$ cat config.mk
export PLATFORM = sky130hd
export DESIGN_NAME = dpot_regs
export DESIGN_NICKNAME = d
export VERILOG_FILES = /design/src/rtl/dpot_pkg.sv /design/src/rtl/dpot_seq.sv /design/src/rtl/dpot_nvbank.sv /design/src/rtl/dpot_decode.sv /design/src/rtl/dpot_regs.sv
export SDC_FILE = /design/constraint.sdc
export NUM_CORES = 1
export LEC_CHECK = 0
export BUFFER_PORTS_ARGS = -buffer_cell sky130_fd_sc_hd__clkbuf_2
export CELL_PAD_IN_SITES_DETAIL_PLACEMENT = 0
export CELL_PAD_IN_SITES_GLOBAL_PLACEMENT = 1
export CORE_MARGIN = 2
export CORE_UTILIZATION = 50
export DETAILED_ROUTE_END_ITERATION = 10
export PLACE_DENSITY_LB_ADDON = 0.1
export SLEW_MARGIN = 20
export SYNTH_ARGS = -nofsm -noshare
export SYNTH_HDL_FRONTEND = slang
export SYNTH_HIERARCHICAL = 1
export SYNTH_SLANG_ARGS = --single-unit
$ cat constraint.sdc
create_clock -name clk -period 4.45 [get_ports clk]
set_input_delay 0.89 -clock clk [delete_from_list [all_inputs] [get_ports clk]]
set_output_delay 0.89 -clock clk [all_outputs]
set_load 0.01 [all_outputs]
$ cat src/rtl/dpot_pkg.sv
package dpot_pkg;
  localparam int DW     = 8;
  localparam int AW     = 4;
  localparam int NUM_GP = 5;

  localparam logic [AW-1:0] A_IVR = 4'd0;
  localparam logic [AW-1:0] A_ID  = 4'd1;
  localparam logic [AW-1:0] A_GP0 = 4'd2;
  localparam logic [AW-1:0] A_ACR = 4'd8;

  localparam logic [DW-1:0] MID_CODE = 8'h80;
  localparam logic [DW-1:0] ID_CODE  = 8'h80;

  typedef enum logic [1:0] {PU_PRESET, PU_RECALL, PU_RUN} pu_state_e;
endpackage

$ cat src/rtl/dpot_seq.sv
module dpot_seq
  import dpot_pkg::*;
(
  input  logic clk,
  input  logic rst_n,
  input  logic mem_ready,
  output logic load_ivr,
  output logic run
);
  pu_state_e state_q, state_d;

  always_comb begin
    state_d = state_q;
    unique case (state_q)
      PU_PRESET: if (mem_ready) state_d = PU_RECALL;
      PU_RECALL: state_d = PU_RUN;
      default:   state_d = PU_RUN;
    endcase
  end

  always_ff @(posedge clk or negedge rst_n) begin
    if (!rst_n) state_q <= PU_PRESET;
    else        state_q <= state_d;
  end

  assign load_ivr = (state_q == PU_RECALL);
  assign run      = (state_q == PU_RUN);
endmodule

$ cat src/rtl/dpot_nvbank.sv
module dpot_nvbank
  import dpot_pkg::*;
#(
  parameter int W   = DW,
  parameter int NGP = NUM_GP
) (
  input  logic                    clk,
  input  logic                    nv_clear,
  input  logic                    ivr_we,
  input  logic [NGP-1:0]          gp_we,
  input  logic [W-1:0]            wdata,
  output logic [W-1:0]            ivr,
  output logic [NGP-1:0][W-1:0]   gp
);
  // Non-volatile model: no reset; only factory clear or a write changes it.
  logic          ivr_en;
  logic [W-1:0]  ivr_d;

  assign ivr_en = nv_clear | ivr_we;
  assign ivr_d  = nv_clear ? W'(MID_CODE) : wdata;

  always_ff @(posedge clk) begin
    if (ivr_en) ivr <= ivr_d;
  end

  for (genvar g = 0; g < NGP; g++) begin : g_gp
    logic         en;
    logic [W-1:0] d;
    assign en = nv_clear | gp_we[g];
    assign d  = nv_clear ? '0 : wdata;
    always_ff @(posedge clk) begin
      if (en) gp[g] <= d;
    end
  end
endmodule

$ cat src/rtl/dpot_decode.sv
module dpot_decode
  import dpot_pkg::*;
#(
  parameter int W   = DW,
  parameter int A   = AW,
  parameter int NGP = NUM_GP
) (
  input  logic [A-1:0]            addr,
  input  logic                    wr_en,
  input  logic                    run,
  input  logic                    vol,
  input  logic [W-1:0]            wiper,
  input  logic [W-1:0]            ivr,
  input  logic [NGP-1:0][W-1:0]   gp,
  output logic                    ivr_we,
  output logic                    wiper_we,
  output logic                    acr_we,
  output logic [NGP-1:0]          gp_we,
  output logic [W-1:0]            rdata
);
  logic           wr_ok;
  logic [NGP-1:0] gp_hit;

  assign wr_ok    = wr_en & run;
  assign ivr_we   = wr_ok & ~vol & (addr == A_IVR);
  assign wiper_we = wr_ok &  vol & (addr == A_IVR);
  assign acr_we   = wr_ok & (addr == A_ACR);

  for (genvar g = 0; g < NGP; g++) begin : g_hit
    localparam logic [A-1:0] GA = A'(int'(A_GP0) + g);
    assign gp_hit[g] = (addr == GA);
    assign gp_we[g]  = wr_ok & ~vol & gp_hit[g];
  end

  always_comb begin
    rdata = '0;
    if (addr == A_IVR)      rdata = vol ? wiper : ivr;
    else if (addr == A_ID)  rdata = vol ? '0 : W'(ID_CODE);
    else if (addr == A_ACR) rdata = {vol, {(W-1){1'b0}}};
    else if (!vol) begin
      for (int i = 0; i < NGP; i++) begin
        if (gp_hit[i]) rdata = gp[i];
      end
    end
  end
endmodule

$ cat src/rtl/dpot_regs.sv
module dpot_regs
  import dpot_pkg::*;
#(
  parameter int W   = DW,
  parameter int A   = AW,
  parameter int NGP = NUM_GP
) (
  input  logic         clk,
  input  logic         rst_n,
  input  logic         nv_clear,
  input  logic         mem_ready,
  input  logic [A-1:0] addr,
  input  logic [W-1:0] wdata,
  input  logic         wr_en,
  output logic [W-1:0] rdata,
  output logic [W-1:0] wiper
);
  logic [1:0] rst_sync;
  logic       rst_q_n;

  always_ff @(posedge clk or negedge rst_n) begin
    if (!rst_n) rst_sync <= 2'b00;
    else        rst_sync <= {rst_sync[0], 1'b1};
  end
  assign rst_q_n = rst_sync[1];

  logic                  load_ivr, run;
  logic                  ivr_we, wiper_we, acr_we;
  logic [NGP-1:0]        gp_we;
  logic [W-1:0]          ivr;
  logic [NGP-1:0][W-1:0] gp;
  logic                  vol_q;
  logic [W-1:0]          wiper_q, wiper_d;
  logic                  wiper_en;

  dpot_seq u_seq (
    .clk(clk), .rst_n(rst_q_n), .mem_ready(mem_ready),
    .load_ivr(load_ivr), .run(run)
  );

  dpot_nvbank #(.W(W), .NGP(NGP)) u_nv (
    .clk(clk), .nv_clear(nv_clear), .ivr_we(ivr_we), .gp_we(gp_we),
    .wdata(wdata), .ivr(ivr), .gp(gp)
  );

  dpot_decode #(.W(W), .A(A), .NGP(NGP)) u_dec (
    .addr(addr), .wr_en(wr_en), .run(run), .vol(vol_q),
    .wiper(wiper_q), .ivr(ivr), .gp(gp),
    .ivr_we(ivr_we), .wiper_we(wiper_we), .acr_we(acr_we),
    .gp_we(gp_we), .rdata(rdata)
  );

  // Wiper next state: recall first, then either write path.
  always_comb begin
    wiper_d = wiper_q;
    if (load_ivr)                wiper_d = ivr;
    else if (ivr_we || wiper_we) wiper_d = wdata;
  end
  assign wiper_en = load_ivr | ivr_we | wiper_we;

  always_ff @(posedge clk or negedge rst_q_n) begin
    if (!rst_q_n)      wiper_q <= W'(MID_CODE);
    else if (wiper_en) wiper_q <= wiper_d;
  end

  always_ff @(posedge clk or negedge rst_q_n) begin
    if (!rst_q_n)    vol_q <= 1'b0;
    else if (acr_we) vol_q <= wdata[W-1];
  end

  assign wiper = wiper_q;
endmodule

# After elaboration in Yosys (flattened, before gate mapping)
# Index checks and enable logic that the tools add are counted.
[word_totals]
register_bits = 61
in_bits = 17
out_inout_bits = 16
word_cells = 61
[op_classes]
n_eq_ne = 10
muxes = 16
bitwise_logic = 20
n_reduce_logical = 5
[op_table]
columns = ["cell", "count"]
rows = [
  ["2-to-1 mux 8 bit", 14],
  ["equality test 4 x 3 -> 1 bit, second input constant", 3],
  ["bitwise AND 1 bit", 11],
  ["equality test 4 x 2 -> 1 bit, second input constant", 2],
  ["OR 1 bit", 8],
  ["equality test 4 x 1 -> 1 bit, second input constant", 1],
  ["equality test 4 bit, second input constant", 1],
  ["logical NOT 4 bit", 1],
  ["2-to-1 mux 2 bit", 2],
  ["equality test 2 x 1 -> 1 bit, second input constant", 1],
  ["equality test 2 bit, second input constant", 1],
  ["logical NOT 2 bit", 1],
  ["!= test 2 bit, second input constant", 1],
  ["AND reduction 2 bit", 1],
  ["nonzero test 2 bit", 1],
  ["logical OR 1 bit", 1],
  ["NOT 1 bit", 1],
]

# Logic depth before layout (Yosys ltp)
# Gate-level depths: netlist of run 1.
[depth]
word_depth = 10
depth_mapped = 6
mapped_depth_nobuf = 6

# Hierarchy
# The synthesis of run 1 kept the hierarchy.
[by_module_without_submodules]
columns = ["mod", "instances", "cells_each", "area_each_um2", "seq_area_each_um2"]
rows = [
  ["dpot_nvbank", 1, 72, 1595.3, 1441.4],
  ["dpot_decode", 1, 112, 725.7, 0.0],
  ["dpot_regs", 1, 48, 521.8, 276.5],
  ["dpot_seq", 1, 6, 78.8, 50.0],
]

# Least setup slack after synthesis of run 1
# Ideal clock, no wire load.
[synth_timing]
kind = "input port to output port"
start = "in addr[3]"
end = "out rdata[2]"
t_arrival_ns = 1.906
t_required_ns = 3.560
path_slack_ns = 1.654
cell_stages = 4
path_buffers = 2
cell_sequence = "buf_2 -> or4_1 -> buf_6 -> o22ai_1"
[synth_between]
elab_chain_cells = 10
elab_cells_between_ends = 17
classes_between = "eq/ne (7); mux (9); reduce/logical (1)"
[synth_lines]
columns = ["element", "line", "rtl"]
rows = [
  ["start, declared", "dpot_regs.sv:12", "input logic [A-1:0] addr,"],
  ["equality test 4 x 2 -> 1 bit", "dpot_decode.sv:31", "assign gp_hit[g] = (addr == GA);"],
  ["2-to-1 mux 8 bit (5 in a row)", "dpot_decode.sv:42", "if (gp_hit[i]) rdata = gp[i];"],
  ["2-to-1 mux 8 bit", "dpot_decode.sv:40", "else if (!vol) begin"],
  ["2-to-1 mux 8 bit", "dpot_decode.sv:39", "else if (addr == A_ACR) rdata = {vol, {(W-1){1'b0}}};"],
  ["2-to-1 mux 8 bit", "dpot_decode.sv:38", "else if (addr == A_ID) rdata = vol ? '0 : W'(ID_CODE);"],
  ["2-to-1 mux 8 bit (*)", "dpot_decode.sv:37", "if (addr == A_IVR) rdata = vol ? wiper : ivr;"],
  ["end, declared", "dpot_regs.sv:15", "output logic [W-1:0] rdata,"],
]
# Mark *: on every way between the ends. The rest lies on a longest branch, timed or not.

# Worst setup path in the final report of run 1
[layout_timing]
start = "in addr[0]"
end = "out rdata[4]"
# The elaborated chain is that of the path after synthesis.

==> reports/qor.txt, run 1 <==
Outcome: finished, final reports clean
Final Critical Period: 3.46 ns
Synthesis Warnings: 6
GRT overflow: 0
Syn Area/Cell: 12.3 µm²
Total track usage: 19.8%
MaxCap Viol Count: 0
Final wirelength: 5740 µm
P&R area growth vs syn: 11.6%
GPL Wtd Cong: 0.757
Reg2Reg Launch Point: vol_q
Number of DRC markers in iteration 0: 132
Detailed Routing Iterations Pass 1: 4
Commonest cells after routing, fill and taps aside: 48 x edfxtp_1, 32 x clkbuf_2, 18 x nor2b_1
Power density over cell area: 430 mW/mm²
Largest net degree at the start of global routing: 30
Std-Cell Rows: 27
DRC Markers: 0
Layout net count: 284
Fraction of layout cells with a size suffix above 1: 21.7%
Core Footprint: 0.00557 mm²
Synth Cell Area: 0.00292 mm²
Final instance area: 0.00326 mm²
Ranking of synthesized cells by area: edfxtp_1 49%, dfrtp_1 10%, mux2i_1 4.1%, nor2b_1 3.9%, or4b_1 2.7%
Syn_nets: 255
Reg2Reg Setup Slack: 2.29 ns
Post-Route Utilization: 58.5%
Vias in the first global route: 1802
Hold_ws: 0.205 ns
Final Max Slew Viols: 0
Synth area leader: edfxtp_1
Dpl hpwl: 4060 µm
Avg WL per Cell: 16.7 µm
Critical Path Source Type: primary input
Initial antenna violation count: 0
First-pass GRT wire length: 9080 µm
Chip Height: 80.4 µm
I/O Buffers: 32
Via Count: 1908
Root Driver: clkbuf_8
N_diodes: 0
Cts bufs inserted: 9
Sinks on the clock net: 61
Die Wd: 80.4 µm
LEAKAGE: 1.27 nW
Post-CTS Hold Buffers: 0
Setup violators final: 0
H-tree depth: 3
Hold Fails Final Rpt: 0
Worst-path maximum fanout: 29
Met3 wire length: 210 µm
Setup tns final: 0 ns
Via/cell ratio: 5.55
Fmax: 289 MHz
Max clock buf depth: 2
VDD IR max: 0.271 mV
Seq/Total Area, Yosys: 60.5%
Final worst-path cycle share: 77.7%
Arrival time at the worst endpoint: 2.57 ns
Crit end category: output port
Placed Instance Area: 0.00309 mm²
Clk_skew: 0.00763 ns
DR top layer: met4
Wl on met1: 2760 µm
Resized cells post-CTS: 0
Postcts setup bufs: 0
Reg2Reg Capture Point: wiper[4]
Worst hold path class: reg -> async
Antenna-violating nets left: 0
Initial Util: 52.4%
Post-synth EDFFs: 48
Rel. slew slack: 51.1%
WS Path Type: in -> out
Synth unique cells: 44
IO Pins: 33
Main synth FF type: edfxtp_1
Synth Instances: 238
RSZ-0062 raised after global routing: no
Die ar.: 0.00647 mm²
Tightest Pin Transition: 0.734 ns
Yosys reg bits: 61
CTS tree: done
Yosys top cell area share: 49.3%
Clk slew on worst S/H paths: 0.06 ns
Worst Reg-to-Reg Cells: 4
Clock Latency Late Sink: 0.33 ns
Synth async-reset ratio: 21.3%
Met2 WL post-DR: 2680 µm
Commonest non-fill, non-tap cell in the layout: edfxtp_1
Crit path required time: 3.56 ns
## registers in the layout, summed over array words and instances, names as in the netlist
register / flops
rst_sync: 2
u_seq/state_q: 2
u_nv/gp: 40
u_nv/ivr: 8
vol_q: 1
wiper: 8
## per-layer routing
metal	global-route usage, %	vias up
met1	27.4	922
met5	0	-
met3	3.93	8
li1	-	939
met4	9.83	0
met2	29.8	39
## critical path: stages
cell	delay (ns)
clkbuf_2	0.36
or4_1	0.85
o22ai_1	0.29
clkbuf_2	0.17
## layout make-up
cell class | instances | area [µm²]
clock buffer | 14 | 163
timing repair buffer | 33 | 168
fill | 476 | 2310
inverter | 10 | 37.5
tap | 72 | 90.1
clock inverter | 2 | 10.0
sequential | 61 | 1770
multi-input combinational | 152 | 1020
## report_power, final
part | internal (mW) | switching, mW | leakage (nW) | total [mW]
registers | 0.688 | 0.0528 | 0.645 | 0.741
clock network | 0.231 | 0.194 | 0.0905 | 0.425
logic | 0.111 | 0.126 | 0.534 | 0.237
## logic make-up (layout without fill, tap and decap cells)
kind of cell / after synthesis / in the layout / synth area share, %
other: 1 / 1 / 0.128
and+or+nand+nor: 91 / 91 / 19.1
DFF: 61 / 61 / 60.5
muxes: 13 / 13 / 4.50
AOI/OAI and AO/OA: 47 / 47 / 11.3
buffers and inverters: 25 / 59 / 4.45
## cells in the mapped netlist, drive strengths merged, types with 3 or more instances
| master | instances |
|---|---|
| a21oi | 12 |
| a22o | 3 |
| a22oi | 3 |
| buf | 13 |
| dfrtp | 12 |
| edfxtp | 48 |
| inv | 10 |
| mux2i | 12 |
| nand2 | 13 |
| nand2b | 8 |
| nor2 | 12 |
| nor2b | 18 |
| nor3 | 9 |
| nor3b | 3 |
| o21ai | 8 |
| o22ai | 7 |
| o311ai | 8 |
| or2 | 9 |
| or4b | 8 |
## metrics by stage
stage          power (mW)  setup WS (ns)  std cells
2_1_floorplan       0.904           1.65        238
3_5_place_dp        0.993           1.00        328
5_1_grt              1.47          0.888        344
3_3_place_gp        0.992           1.03        328
6_report             1.40          0.992        344
4_1_cts              1.42          0.995        344
## worst max-delay path by stage
stage | startpoint | to | slack (ns)
floorplan | addr[3] | rdata[2] | 1.65
global placement | addr[0] | rdata[0] | 1.03
detailed placement | addr[0] | rdata[4] | 1.00
CTS | addr[0] | rdata[4] | 0.99
global route | addr[0] | rdata[1] | 0.89
finish | addr[0] | rdata[4] | 0.99
Power figures use the tool's default switching activity.
==> run 2, diff against run 1 <==
- ABC_AREA: unset -> 1
- CORE_UTILIZATION: 50 -> 40
- clock period: 4.45 -> 3.1 ns (I/O delays scaled with it)
==> reports/qor.txt, run 2 <==
Complex-gate fraction of the synthesized area: 2.63%
CTS tree: done
Mux contribution to synthesized area: 0%
Yosys reg bits: 61
Synth unique cells: 28
Postcts setup bufs: 0
Reg power frac: 48.2%
Detailed Routing Iterations Pass 1: 4
Final wirelength: 6530 µm
Worst hold path class: in -> async
Sinks on the clock net: 61
Max FFs per register: 40
Cts bufs inserted: 9
First-pass GRT wire length: 10900 µm
Synth Instances: 330
Seq/Total Area, Yosys: 59.1%
Chip Height: 90.5 µm
Yosys top cell area share: 48.2%
Syn Area/Cell: 9.07 µm²
Resized cells post-CTS: 0
Via Count: 2264
GPL Wtd Cong: 0.764
Die Wd: 90.5 µm
Initial Util: 41.2%
Power density over cell area: 624 mW/mm²
Busiest metal layer after global routing: met2
Syn_nets: 347
Post-CTS Hold Buffers: 0
Crit end category: output port
Sw Pwr: 591 µW
Crit path required time: 2.48 ns
Hold Fails Final Rpt: 0
Fmax: 370 MHz
Arrival time at the worst endpoint: 2.08 ns
Fraction of layout cells with a size suffix above 1: 21.4%
Commonest non-fill, non-tap cell in the layout: nand2_1
VDD IR max: 0.538 mV
GRT overflow: 0
Most flops, register: u_nv/gp
Synth Area in Adders: 0%
IO Pins: 33
Initial antenna violation count: 0
Std-Cell Rows: 31
Outcome: finished, final reports clean
Post-synth EDFFs: 48
Core Footprint: 0.00725 mm²
Critical Path Source Type: primary input
Commonest cells after routing, fill and taps aside: 137 x nand2_1, 48 x edfxtp_1, 35 x nor2_1
Setup violators final: 0
Post-synthesis xor/xnor area fraction: 0%
Hold_ws: 0.0572 ns
Internal: 1.56 mW
WS Path Type: in -> out
P&R area growth vs syn: 15.2%
Via/cell ratio: 4.80
Worst-path maximum fanout: 12
Die ar.: 0.00819 mm²
Synthesis Warnings: 6
Combinational share of power: 15.3%
Switching Share: 27.5%
H-tree depth: 3
Ranking of synthesized cells by area: edfxtp_1 48%, nand2_1 17%, dfrtp_1 10%, nor2_1 4.4%, nand3_1 3.2%
Final Critical Period: 2.70 ns
RSZ-0062 raised after global routing: no
DRC Markers: 0
Final worst-path cycle share: 87.2%
Number of DRC markers in iteration 0: 117
Count leader, synth: nand2_1
Clk_skew: 0.00953 ns
M3 GR Usage: 4.51%
Clock Latency Late Sink: 0.33 ns
Synth area leader: edfxtp_1
Post-synth top cells: 137 x nand2_1, 48 x edfxtp_1, 35 x nor2_1
Main synth FF type: edfxtp_1
I/O Buffers: 32
Vias in the first global route: 2243
Met2 Use GR: 27.4%
N_diodes: 0
Synth async-reset ratio: 21.3%
Setup tns final: 0 ns
Avg WL per Cell: 13.8 µm
Final Max Slew Viols: 0
Layout net count: 385
Dpl hpwl: 4780 µm
Max clock buf depth: 2
LEAKAGE: 1.62 nW
Synth Area in Simple Gates: 31.4%
Root Driver: clkbuf_8
Clk slew on worst S/H paths: 0.07 ns
Largest net degree at the start of global routing: 18
M1 GR Usage: 22.5%
Main combinational cell family by area after synthesis: simple AND/OR/NAND/NOR gates
Total track usage: 17.1%
Antenna-violating nets left: 0
Synth Cell Area: 0.00299 mm²
MaxCap Viol Count: 0
Clock power share: 36.5%
==> run 2: changes by cell type after synthesis, moves of 8 or more <==
| cell | change |
|---|---|
| or2_1 | -9 |
| inv_2 | +8 |
| nand2_1 | +124 |
| o21ai_1 | +8 |
| a21oi_1 | -8 |
| nand3_1 | +18 |
| inv_1 | +11 |
| nor2b_1 | -18 |
| nand2b_1 | -8 |
| nor2_1 | +26 |
| or4b_1 | -8 |
| mux2i_1 | -12 |
==> run 2: path summary, 6_finish.rpt <==
check	cells past startpoint	end	slack, ns	startpoint
worst max-delay path	10	rdata[5]	0.40	addr[0]
worst min-delay path	1	rst_sync[0]	0.06	rst_n
worst max register to register	6	u_nv/ivr[5]	0.95	vol_q
worst min register to register	0	wiper[5]	0.19	rst_sync[1]
max in group asynchronous	0	wiper[7]	2.57	rst_sync[1]
min in group clk	0	rst_sync[1]	0.36	rst_sync[0]
==> run 2: cells by family after synthesis <==
group | after synthesis
AND/OR/NAND/NOR | 214
other | 1
flip-flops | 61
AO/OA/AOI/OAI | 15
buffers and inverters | 39
==> run 2: final cells by class <==
type | instances | area [µm²]
flip-flops and latches | 61 | 1770
fillers | 726 | 3810
multi-input cells | 230 | 1020
well taps | 99 | 124
clock buffers | 9 | 124
clock inverters | 7 | 98.8
repair buffers | 36 | 190
inverters | 30 | 120
==> run 2: critical path, stage by stage <==
cell      delay, ns
clkbuf_2       0.21
inv_2          0.16
nor2_2         0.26
nand2_1        0.26
nand3_1        0.17
o21ai_1        0.08
nand2_1        0.06
nand2_1        0.05
nand2_1        0.07
clkbuf_2       0.13
==> run 2: power by group through the flow <==
stage	Clock (mW)	Sequential (mW)	Combinational [mW]
after global routing	0.842	1.05	0.374
after CTS	0.805	1.04	0.337
after detailed placement	0	1.06	0.335
final	0.785	1.04	0.329
after floorplan	0	1.06	0.195
after global placement	0	1.05	0.335
==> run 2: per-stage QoR <==
stage	setup slack, ns	total power [mW]	instances	area, µm²	utilization [%]
final	0.398	2.15	472	3450	47.5
after global routing	0.191	2.26	472	3450	47.5
after CTS	0.387	2.18	472	3450	47.5
after detailed placement	0.392	1.39	456	3220	44.5
after global placement	0.438	1.39	456	3220	44.5
after floorplan	1.06	1.26	330	2990	-
==> run 2: layer usage <==
layer,share of wire [%],vias to the layer above
met2,47,45
met5,0,-
li1,-,1139
met4,0.55,0
met3,4.3,2
met1,48,1078
==> run 3, diff against run 2 <==
- CELL_PAD_IN_SITES_DETAIL_PLACEMENT: 0 -> unset
- CELL_PAD_IN_SITES_GLOBAL_PLACEMENT: 1 -> unset
- CORE_UTILIZATION: 40 -> 55
- CTS_BUF_LIST: unset -> sky130_fd_sc_hd__clkbuf_2
- PLACE_DENSITY: unset -> 0.88
- PLACE_DENSITY_LB_ADDON: 0.1 -> unset
==> reports/qor.txt, run 3 (same netlist as run 2, synthesis figures left out) <==
Commonest non-fill, non-tap cell in the layout: nand2_1
Clock Latency Late Sink: 0.46 ns
Arrival time at the worst endpoint: 2.05 ns
Initial Util: 57.8%
Avg WL per Cell: 13.1 µm
WS Path Type: in -> out
Via Count: 2242
N_diodes: 0
Fraction of layout cells with a size suffix above 1: 20.4%
Reg2Reg Launch Point: vol_q
Total track usage: 21.1%
RSZ-0062 raised after global routing: no
H-tree depth: 3
Std-Cell Rows: 26
VDD IR max: 0.309 mV
Final Max Slew Viols: 0
IO Pins: 33
LEAKAGE: 1.56 nW
Layout net count: 384
Setup violators final: 0
Max FFs per register: 40
Final instance area: 0.00326 mm²
Setup tns final: 0 ns
Slack of the critical path: 0.433 ns
Cts bufs inserted: 9
Clk slew on worst S/H paths: 0.15 ns
Worst Setup SP: addr[0]
Final wirelength: 5770 µm
DP Worst Slack: 0.453 ns
Worst-path maximum fanout: 12
Post-Route Utilization: 63.0%
Critical Path Source Type: primary input
Root Driver: clkbuf_2
Power density over cell area: 529 mW/mm²
I/O Buffers: 32
Max clock buf depth: 2
CTS tree: done
Worst Reg-to-Reg Cells: 5
Initial antenna violation count: 0
DRC Markers: 0
Number of DRC markers in iteration 0: 262
MaxCap Viol Count: 0
Dpl hpwl: 4310 µm
End point of the critical path: rdata[0]
Outcome: finished, final reports clean
Rel. slew slack: 40.4%
Final Critical Period: 2.67 ns
GRT overflow: 0
Commonest cells after routing, fill and taps aside: 137 x nand2_1, 48 x edfxtp_1, 43 x clkbuf_2
Fmax: 375 MHz
Antenna-violating nets left: 0
Crit path required time: 2.48 ns
Placed Instance Area: 0.00317 mm²
Die Wd: 77.8 µm
Hold Fails Final Rpt: 0
Clk_skew: 0.0211 ns
Chip Height: 77.8 µm
GPL Wtd Cong: 0.892
Largest net degree at the start of global routing: 18
First-pass GRT wire length: 9720 µm
Reg2Reg Capture Point: u_nv/ivr[5]
Reg2Reg Setup Slack: 0.92 ns
Core Footprint: 0.00517 mm²
Sinks on the clock net: 61
Resized cells post-CTS: 0
P&R area growth vs syn: 8.91%
Vias in the first global route: 2131
Detailed Routing Iterations Pass 1: 4
Post-layout power: 1.72 mW
Most flops, register: u_nv/gp
Crit end category: output port
Final worst-path cycle share: 86.0%
Die ar.: 0.00605 mm²
Fillers: 428
Worst hold path class: reg -> async
Tightest Pin Transition: 0.890 ns
Via/cell ratio: 5.07
[run 3: cell count changes in the layout (fill, tap and decap cells not counted), sizes merged]
cell / before / now
dlygate4sd3: 0 / 1
clkbuf: 41 / 43
buf: 4 / 2
inv: 31 / 32
bufinv: 2 / 0
clkinvlp: 1 / 0
[run 3: layout make-up]
cell class	count	area (µm²)	share of cell area, %
Clock buffer	11	55.1	1.69
Clock inverter	5	20.0	0.614
Inverter	30	120	3.69
Multi-Input combinational cell	230	1020	31.4
Sequential cell	61	1770	54.3
Tap cell	70	87.6	2.69
Timing Repair Buffer	35	185	5.68
[run 3: repair_timing]
item | CTS | global route
endpoints found under the hold margin | 2 | 0
setup buffers | 0 | 0
hold buffers | 1 | 0
[run 3: power breakdown]
group	leakage (nW)	internal (mW)	switching, mW	total, mW
Clock	0.0612	0.102	0.258	0.360
Sequential	0.617	0.985	0.0495	1.03
Combinational	0.885	0.118	0.212	0.330
Total	1.56	1.20	0.520	1.72
[run 3: critical path, cell delays in order]
cell and delay [ns]:
clkbuf_2 0.20, inv_2 0.16, nor2_2 0.26, nand2_1 0.26
nand3_1 0.15, o21ai_1 0.07, nand2_1 0.06, nand2_1 0.06
nand2_1 0.08, clkbuf_2 0.14
[run 3: stage by stage]
| step | hold slack (ns) | instances |
|---|---|---|
| final | 0.180 | 442 |
| after CTS | 0.185 | 442 |
| after global routing | 0.233 | 442 |
| after global placement | 0.177 | 425 |
| after detailed placement | 0.194 | 425 |
| after floorplan | 0.133 | 330 |
[run 3: how the worst min path moves through the flow]
| stage | to | slack (ns) | cells after the start |
|---|---|---|---|
| floorplan | u_seq/state_q[0] | 0.13 | 0 |
| global placement | wiper[4] | 0.18 | 0 |
| detailed placement | wiper[2] | 0.19 | 0 |
| CTS | vol_q | 0.19 | 0 |
| global route | vol_q | 0.23 | 0 |
| finish | wiper[2] | 0.18 | 0 |
[run 3: metal layers]
| layer | up-vias | wire length, µm | track usage [%] |
|---|---|---|---|
| met1 | 1008 | 2450 | 27.0 |
| met2 | 94 | 2780 | 34.2 |
| li1 | 1129 | - | - |
| met4 | 0 | 126 | 9.29 |
| met3 | 11 | 418 | 5.12 |
| met5 | - | 0 | 0 |
